`src/rtl/spi_cpha0_pkg.sv`:
```
package spi_cpha0_pkg;

    localparam int MAX_W = 32;

    typedef enum logic [1:0] {
        WID_8   = 2'd0,
        WID_16  = 2'd1,
        WID_32  = 2'd2,
        WID_32B = 2'd3
    } wid_e;

    typedef enum logic [2:0] {
        ST_IDLE,
        ST_SETUP,
        ST_LEAD,
        ST_TRAIL,
        ST_HOLD,
        ST_GAP
    } st_e;

    function automatic logic [5:0] wid_bits(input logic [1:0] code);
        unique case (wid_e'(code))
            WID_8:   return 6'd8;
            WID_16:  return 6'd16;
            default: return 6'd32;
        endcase
    endfunction

    function automatic logic [MAX_W-1:0] wid_mask(input logic [1:0] code);
        unique case (wid_e'(code))
            WID_8:   return 32'h0000_00FF;
            WID_16:  return 32'h0000_FFFF;
            default: return 32'hFFFF_FFFF;
        endcase
    endfunction

endpackage

```
`src/rtl/spi_cpha0_halfcnt.sv`:
```
module spi_cpha0_halfcnt #(
    parameter int HALF = 2
) (
    input  logic clk_i,
    input  logic rst_ni,
    input  logic clear_i,
    output logic half_end_o
);
    localparam int CW = (HALF > 1) ? $clog2(HALF) : 1;

    logic [CW-1:0] cnt_q;

    assign half_end_o = (cnt_q == CW'(HALF - 1));

    always_ff @(posedge clk_i or negedge rst_ni) begin
        if (!rst_ni) begin
            cnt_q <= '0;
        end else if (clear_i || half_end_o) begin
            cnt_q <= '0;
        end else begin
            cnt_q <= cnt_q + CW'(1);
        end
    end

    AST_HALF_RANGE: assert property (@(posedge clk_i) disable iff (!rst_ni)
        cnt_q <= CW'(HALF - 1));

    AST_HALF_WRAP: assert property (@(posedge clk_i) disable iff (!rst_ni)
        (half_end_o && !clear_i) |=> (cnt_q == '0));

endmodule

```
`src/rtl/spi_cpha0_shifter.sv`:
```
module spi_cpha0_shifter
    import spi_cpha0_pkg::*;
(
    input  logic             clk_i,
    input  logic             rst_ni,
    input  logic             load_i,
    input  logic [MAX_W-1:0] load_data_i,
    input  logic [1:0]       load_wid_i,
    input  logic             load_lsb_i,
    input  logic [1:0]       wid_i,
    input  logic             lsb_i,
    input  logic             advance_i,
    input  logic             sample_i,
    input  logic             capture_i,
    input  logic             miso_i,
    output logic             mosi_o,
    output logic [MAX_W-1:0] rx_data_o
);
    logic [MAX_W-1:0] tx_sr_q;
    logic [MAX_W-1:0] rx_sr_q;
    logic [5:0]       load_gap;
    logic [5:0]       run_gap;

    assign load_gap = 6'd32 - wid_bits(load_wid_i);
    assign run_gap  = 6'd32 - wid_bits(wid_i);
    assign mosi_o   = lsb_i ? tx_sr_q[0] : tx_sr_q[MAX_W-1];

    always_ff @(posedge clk_i or negedge rst_ni) begin
        if (!rst_ni) begin
            tx_sr_q <= '0;
        end else if (load_i) begin
            if (load_lsb_i) begin
                tx_sr_q <= load_data_i & wid_mask(load_wid_i);
            end else begin
                tx_sr_q <= load_data_i << load_gap;
            end
        end else if (advance_i) begin
            tx_sr_q <= lsb_i ? (tx_sr_q >> 1) : (tx_sr_q << 1);
        end
    end

    always_ff @(posedge clk_i or negedge rst_ni) begin
        if (!rst_ni) begin
            rx_sr_q <= '0;
        end else if (load_i) begin
            rx_sr_q <= '0;
        end else if (sample_i) begin
            rx_sr_q <= lsb_i ? {miso_i, rx_sr_q[MAX_W-1:1]}
                             : {rx_sr_q[MAX_W-2:0], miso_i};
        end
    end

    always_ff @(posedge clk_i or negedge rst_ni) begin
        if (!rst_ni) begin
            rx_data_o <= '0;
        end else if (capture_i) begin
            rx_data_o <= lsb_i ? (rx_sr_q >> run_gap) : (rx_sr_q & wid_mask(wid_i));
        end
    end

    AST_RX_FITS_WIDTH: assert property (@(posedge clk_i) disable iff (!rst_ni)
        $past(capture_i) |-> ((rx_data_o & ~wid_mask(wid_i)) == '0));

endmodule

```
`src/rtl/spi_cpha0_ctrl.sv`:
```
module spi_cpha0_ctrl
    import spi_cpha0_pkg::*;
#(
    parameter int NUM_SLAVES = 4,
    parameter int SEL_W      = 2
) (
    input  logic                  clk_i,
    input  logic                  rst_ni,
    input  logic                  start_i,
    input  logic [SEL_W-1:0]      slave_i,
    input  logic [1:0]            cfg_width_i,
    input  logic                  cfg_lsb_first_i,
    input  logic                  cfg_cpol_i,
    input  logic                  half_end_i,
    output logic                  busy_o,
    output logic                  cnt_clear_o,
    output logic                  load_o,
    output logic                  sample_o,
    output logic                  advance_o,
    output logic                  capture_o,
    output logic                  sck_act_o,
    output logic [NUM_SLAVES-1:0] cs_n_o,
    output logic                  done_o,
    output logic [1:0]            wid_o,
    output logic                  lsb_o,
    output logic                  cpol_o
);
    st_e state_q, state_d;
    logic [5:0]            bits_left_q;
    logic                  last_bit;
    logic                  accept;
    logic [NUM_SLAVES-1:0] sel_dec;

    for (genvar g = 0; g < NUM_SLAVES; g++) begin : g_dec
        assign sel_dec[g] = (slave_i == SEL_W'(g));
    end

    assign accept      = (state_q == ST_IDLE) && start_i;
    assign last_bit    = (bits_left_q == 6'd0);
    assign busy_o      = (state_q != ST_IDLE);
    assign cnt_clear_o = (state_q == ST_IDLE);
    assign load_o      = accept;
    assign sample_o    = half_end_i && ((state_q == ST_SETUP) || (state_q == ST_TRAIL));
    assign advance_o   = half_end_i && (state_q == ST_LEAD) && !last_bit;
    assign capture_o   = half_end_i && (state_q == ST_HOLD);

    always_comb begin
        state_d = state_q;
        unique case (state_q)
            ST_IDLE:  if (start_i)    state_d = ST_SETUP;
            ST_SETUP: if (half_end_i) state_d = ST_LEAD;
            ST_LEAD:  if (half_end_i) state_d = last_bit ? ST_HOLD : ST_TRAIL;
            ST_TRAIL: if (half_end_i) state_d = ST_LEAD;
            ST_HOLD:  if (half_end_i) state_d = ST_GAP;
            ST_GAP:   if (half_end_i) state_d = ST_IDLE;
            default:                  state_d = ST_IDLE;
        endcase
    end

    always_ff @(posedge clk_i or negedge rst_ni) begin
        if (!rst_ni) state_q <= ST_IDLE;
        else         state_q <= state_d;
    end

    always_ff @(posedge clk_i or negedge rst_ni) begin
        if (!rst_ni) begin
            cs_n_o      <= '1;
            sck_act_o   <= 1'b0;
            done_o      <= 1'b0;
            bits_left_q <= '0;
            wid_o       <= '0;
            lsb_o       <= 1'b0;
            cpol_o      <= 1'b0;
        end else begin
            done_o <= capture_o;
            if (accept) begin
                cs_n_o      <= ~sel_dec;
                bits_left_q <= wid_bits(cfg_width_i) - 6'd1;
                wid_o       <= cfg_width_i;
                lsb_o       <= cfg_lsb_first_i;
                cpol_o      <= cfg_cpol_i;
            end
            if (sample_o) begin
                sck_act_o <= 1'b1;
            end
            if (half_end_i && (state_q == ST_LEAD)) begin
                sck_act_o <= 1'b0;
                if (!last_bit) bits_left_q <= bits_left_q - 6'd1;
            end
            if (capture_o) begin
                cs_n_o <= '1;
            end
        end
    end

    AST_CS_ONE_LOW: assert property (@(posedge clk_i) disable iff (!rst_ni)
        $countones(~cs_n_o) <= 1);

    AST_IGNORE_BUSY_START: assert property (@(posedge clk_i) disable iff (!rst_ni)
        (busy_o && start_i) |=> ($stable(wid_o) && $stable(lsb_o) && $stable(cpol_o)));

    AST_DONE_AT_DESELECT: assert property (@(posedge clk_i) disable iff (!rst_ni)
        done_o |-> ((&cs_n_o) && !$past(&cs_n_o)));

    AST_SCK_ONLY_SELECTED: assert property (@(posedge clk_i) disable iff (!rst_ni)
        sck_act_o |-> busy_o);

    AST_NO_RESELECT_IN_GAP: assert property (@(posedge clk_i) disable iff (!rst_ni)
        ($rose(&cs_n_o)) |=> (&cs_n_o));

endmodule

```
`src/rtl/spi_cpha0_master.sv`:
```
module spi_cpha0_master
    import spi_cpha0_pkg::*;
#(
    parameter int SYS_DIV    = 4,
    parameter int NUM_SLAVES = 4,
    parameter int SEL_W      = (NUM_SLAVES > 1) ? $clog2(NUM_SLAVES) : 1
) (
    input  logic                  clk_i,
    input  logic                  rst_ni,
    input  logic                  start_i,
    input  logic [SEL_W-1:0]      slave_i,
    input  logic [MAX_W-1:0]      tx_data_i,
    input  logic [1:0]            cfg_width_i,
    input  logic                  cfg_lsb_first_i,
    input  logic                  cfg_cpol_i,
    output logic                  busy_o,
    output logic                  done_o,
    output logic [MAX_W-1:0]      rx_data_o,
    output logic                  sck_o,
    output logic                  mosi_o,
    input  logic                  miso_i,
    output logic [NUM_SLAVES-1:0] cs_n_o
);
    localparam int HALF = SYS_DIV / 2;

    logic       half_end, cnt_clear, load, sample, advance, capture, sck_act;
    logic [1:0] wid_q;
    logic       lsb_q, cpol_q;

    spi_cpha0_halfcnt #(.HALF(HALF)) u_half (
        .clk_i      (clk_i),
        .rst_ni     (rst_ni),
        .clear_i    (cnt_clear),
        .half_end_o (half_end)
    );

    spi_cpha0_ctrl #(.NUM_SLAVES(NUM_SLAVES), .SEL_W(SEL_W)) u_ctrl (
        .clk_i           (clk_i),
        .rst_ni          (rst_ni),
        .start_i         (start_i),
        .slave_i         (slave_i),
        .cfg_width_i     (cfg_width_i),
        .cfg_lsb_first_i (cfg_lsb_first_i),
        .cfg_cpol_i      (cfg_cpol_i),
        .half_end_i      (half_end),
        .busy_o          (busy_o),
        .cnt_clear_o     (cnt_clear),
        .load_o          (load),
        .sample_o        (sample),
        .advance_o       (advance),
        .capture_o       (capture),
        .sck_act_o       (sck_act),
        .cs_n_o          (cs_n_o),
        .done_o          (done_o),
        .wid_o           (wid_q),
        .lsb_o           (lsb_q),
        .cpol_o          (cpol_q)
    );

    spi_cpha0_shifter u_shift (
        .clk_i       (clk_i),
        .rst_ni      (rst_ni),
        .load_i      (load),
        .load_data_i (tx_data_i),
        .load_wid_i  (cfg_width_i),
        .load_lsb_i  (cfg_lsb_first_i),
        .wid_i       (wid_q),
        .lsb_i       (lsb_q),
        .advance_i   (advance),
        .sample_i    (sample),
        .capture_i   (capture),
        .miso_i      (miso_i),
        .mosi_o      (mosi_o),
        .rx_data_o   (rx_data_o)
    );

    assign sck_o = busy_o ? (cpol_q ^ sck_act) : cfg_cpol_i;

    AST_MOSI_STEADY_AT_LEAD: assert property (@(posedge clk_i) disable iff (!rst_ni)
        $rose(sck_act) |-> $stable(mosi_o));

    AST_SETUP_BEFORE_SCK: assert property (@(posedge clk_i) disable iff (!rst_ni)
        $fell(&cs_n_o) |-> !sck_act);

endmodule

```
`config.mk`:
```
export PLATFORM = sky130hd
export DESIGN_NAME = spi_cpha0_master
export DESIGN_NICKNAME = d
export VERILOG_FILES = /design/src/rtl/spi_cpha0_pkg.sv /design/src/rtl/spi_cpha0_halfcnt.sv /design/src/rtl/spi_cpha0_shifter.sv /design/src/rtl/spi_cpha0_ctrl.sv /design/src/rtl/spi_cpha0_master.sv
export SDC_FILE = /design/constraint.sdc
export NUM_CORES = 1
export LEC_CHECK = 0
export BUFFER_PORTS_ARGS = -buffer_cell sky130_fd_sc_hd__buf_2
export CAP_MARGIN = 20
export CELL_PAD_IN_SITES_DETAIL_PLACEMENT = 0
export CELL_PAD_IN_SITES_GLOBAL_PLACEMENT = 1
export CORE_ASPECT_RATIO = 1.2
export CORE_MARGIN = 1
export CORE_UTILIZATION = 45
export DETAILED_ROUTE_END_ITERATION = 10
export PLACE_DENSITY = 0.76
export SYNTH_ARGS = -nofsm -noshare
export SYNTH_HDL_FRONTEND = slang
export SYNTH_SLANG_ARGS = --single-unit
```
`constraint.sdc`:
```
create_clock -name clk_i -period 2 [get_ports clk_i]
set_clock_uncertainty 0.05 [all_clocks]
set_input_delay 0.1 -clock clk_i [delete_from_list [all_inputs] [get_ports clk_i]]
set_output_delay 0.1 -clock clk_i [all_outputs]
set_load 0.01 [all_outputs]
```
==> summary.md <==
| Metric | Value |
|---|---|
| Sw Share | 37.84% |
| Max-cap viol count | 0 |
| DRT Pass-1 Iters | 7 |
| Buf+Inv Stages, Crit Path | 1 |
| CTS H-Tree Depth | 4 |
| Layout Area Growth over Synthesis | 24.14% |
| WHS | 0.02791 ns |
| Filler Cells Inserted | 1249 |
| Yosys top cell area share | 43.53% |
| CP Launch Type | flop |
| Synth cell count leaders | dfrtp_1 (112), nand2_1 (87), mux2i_1 (63), a211oi_1 (49), nor2_1 (47) |
| Largest area contributor in the netlist | dfrtp_1 |
| Final GP Congestion | 0.8981 |
| Critical path capture point type | flop |
| Port Buffers | 81 |
| Sequential element share of the synthesized area | 45.16% |
| Critical path class | reg2reg |
| Maximum buffer depth of the clock tree | 2 |
| Critical path required time | 2.23 ns |
| Combinational Power Share | 39.8% |
| Final Hold Fails | 0 |
| Via density per instance | 5.756 |
| GR Util All Layers | 25.02% |
| Nets | 833 |
| Slew of the pin with the lowest slew margin | 0.5468 ns |
| Synth cell types | 48 |
| Top post-synthesis cells by area | dfrtp_1 (44%), mux2i_1 (9.8%), a211oi_1 (5.7%) |
| Power Total | 11.14 mW |
| Final Cycle Share | 96.72% |
| Leak pwr | 3.647 nW |
| Pint | 6.923 mW |
| Via count | 5589 |
| Routed wl met2 | 8738 µm |
| Worst-Skew Late Latency | 0.42 ns |
| Clock slew at reported path FFs | 0.05 ns |
| Reg power frac | 36.1% |
| Post-Syn Nets | 730 |
| Number of synthesized flops with an enable pin | 0 |
| Critical-path top delay cell | or4b_4 |
| DR WL met3 | 821 µm |
| DIE WIDTH | 111.2 µm |
| Top-count cell post-synth | dfrtp_1 |
| Antenna Cells | 0 |
| Layout cell share with drive strength beyond 1 | 21.75% |
| Max Slew Vio Count | 0 |
| Vias in the first global route | 5629 |
| Highest routed layer | met4 |
| Final TNS setup | 0 ns |
| Unrepaired setup endpoints after global routing | no |
| Min-Delay Path Class | in2reg |
| Setup-failing EPs final | 0 |
| Die Height | 133.0 µm |
| Rows | 47 |
| Clock power frac | 24.0% |
| Core Region | 0.01388 mm² |
| Switching power | 4.213 mW |
| Residual DRC | 14 |
| Cells after Synth | 684 |
| Root buf cell | clkbuf_16 |
| I/O pin count | 82 |
| Max Freq | 0.5169 GHz |
| Routed wire length | 17530 µm |
| Starting Density | 46.39% |
| Largest net degree at the start of global routing | 48 |
| Main synth FF type | dfrtp_1 |
| Slew HR | 63.51% |
| CP cell instances | or4b_4, buf_4, a221oi_1, nor3_1 |
| Drt wl/cell | 18.05 µm |
| CTS tree | done |
| Post-Syn Area | 0.006439 mm² |
| Cts bufs inserted | 17 |
| Power Dens Cells | 1393 mW/mm² |
| Fin crit period | 1.934 ns |
| Synth async-reset ratio | 100.0% |
| Final ANT Viol Nets | 0 |
| CP delay by family, top | simple AND/OR/NAND/NOR gates |
| First-pass GRT wire length | 28940 µm |
| Die area | 0.01479 mm² |
| Clock sink count | 116 |
| Max stage delay on crit path | 0.63 ns |
| DP Wirelength | 12230 µm |
| Failing checks | DRC |
| Critical Path AT | 2.17 ns |
| Detailed Route Iter0 Violations | 415 |
| CP max FO | 17 |
| M1 WL | 7478 µm |
| Synth Area per Inst | 9.413 µm² |
| Maximum VDD drop | 0.0005887 V |
| Initial antenna violation count | 0 |
| Global route overflow | 0 |
| Flops & latches, synth | 116 |
| Status | finished with violations |
| Synth warn | 0 |
-- registers in the layout, summed over array words and instances, names as in the netlist --
register,cells
u_shift.tx_sr_q,32
u_ctrl.bits_left_q,6
u_ctrl.wid_o,2
u_shift.rx_sr_q,32
u_ctrl.lsb_o,1
u_shift.rx_data_o,32
u_ctrl.cpol_o,1
u_half.half_end_o,1
u_ctrl.cs_n_o,4
u_ctrl.sck_act_o,1
u_ctrl.state_q,3
u_ctrl.done_o,1
-- area by class of cell --
type	instances	area, µm²	share of cell area, %
clock buffers	26	489.2	6.121
well taps	171	214.0	2.677
clock inverters	6	30.03	0.3757
inverters	14	52.55	0.6575
flip-flops and latches	116	2912	36.43
multi-input cells	494	3259	40.78
repair buffers	144	1036	12.96
-- worst reg2reg max path: stages, from the launching register on --
cell and delay (ns):
dfrtp_1 0.40, or4b_4 0.63, buf_4 0.24, a221oi_1 0.40, nor3_1 0.10
-- power by group through the flow --
stage	logic, mW	registers (mW)	clock network [mW]
2_1_floorplan	3.38	3.68	0
3_3_place_gp	4.30	4.02	0
3_5_place_dp	4.41	4.05	0
4_1_cts	4.47	4.02	2.73
5_1_grt	4.94	4.13	2.83
6_report	4.44	4.02	2.67
-- path summary, 6_finish.rpt --
| path | slack (ns) | from | endpoint | cells after the start |
|---|---|---|---|---|
| hold / removal | 0.03 | miso_i | u_shift.rx_sr_q[31]$_DFFE_PN0P_ | 3 |
| min in group asynchronous | 0.16 | rst_ni | u_shift.rx_data_o[29]$_DFFE_PN0P_ | 2 |
| hold reg to reg | 0.40 | u_shift.rx_data_o[26]$_DFFE_PN0P_ | u_shift.rx_data_o[26]$_DFFE_PN0P_ | 2 |
| max in group asynchronous | 1.07 | rst_ni | u_ctrl.bits_left_q[5]$_DFF_PN0_ | 3 |
| setup / recovery | 0.07 | u_ctrl.state_q[1]$_DFFE_PN0P_ | u_shift.tx_sr_q[31]$_DFFE_PN0P_ | 4 |
| setup reg to reg | 0.07 | u_ctrl.state_q[1]$_DFFE_PN0P_ | u_shift.tx_sr_q[31]$_DFFE_PN0P_ | 4 |
-- what timing repair did --
action,4_1_cts,5_1_grt
gates resized for setup,0,1
buffers inserted,0,1
endpoints found under the setup margin,0,5
hold endpoints to repair,57,0
hold buffers,27,0
-- metrics by stage --
step / instance area [µm²] / instances / setup WS (ns) / util [%]
floorplan: 6452 / 684 / 0.04314 / -
global placement: 7191 / 911 / 0.05945 / 51.81
detailed placement: 7191 / 911 / 0.01265 / 51.81
CTS: 7980 / 970 / 0.05874 / 57.50
global route: 7993 / 971 / 0.003356 / 57.59
finish: 7993 / 971 / 0.06552 / 57.59
-- logic make-up (layout without fill, tap and decap cells) --
group / count (synthesis) / after routing / synth area share [%]
flops: 116 / 116 / 45.16
mux: 78 / 78 / 13.47
compound gates: 166 / 166 / 17.49
simple gates: 244 / 244 / 18.03
xor+xnor: 2 / 2 / 0.2721
fa+ha+maj: 4 / 4 / 0.7773
buf+inv: 74 / 190 / 4.800
-- per-layer routing --
layer / GRT usage (%) / up-vias
li1: - / 2694
met1: 30.36 / 2681
met2: 42.50 / 172
met3: 5.589 / 42
met4: 11.26 / 0
met5: 0 / -
-- layout by cell type (no fill, tap or decap), drive strengths merged, types with 2 or more instances in the layout --
cell / instances
and2: 2
dfrtp: 112
dlygate4sd3: 27
o211ai: 3
mux2i: 63
ha: 4
nor3: 22
nor4: 2
o21ai: 40
clkbuf: 26
a221oi: 10
a21oi: 32
mux2: 9
nand3: 44
nor2: 48
nor2b: 10
inv: 13
o32a: 7
mux4: 6
nand2: 87
a211oi: 49
or3: 2
nand2b: 13
nor3b: 8
nand3b: 2
dfstp: 4
a311oi: 6
a31oi: 3
o41ai: 2
buf: 117
a22oi: 9
clkinv: 7
Note: power is estimated with default switching activity, not from simulation.
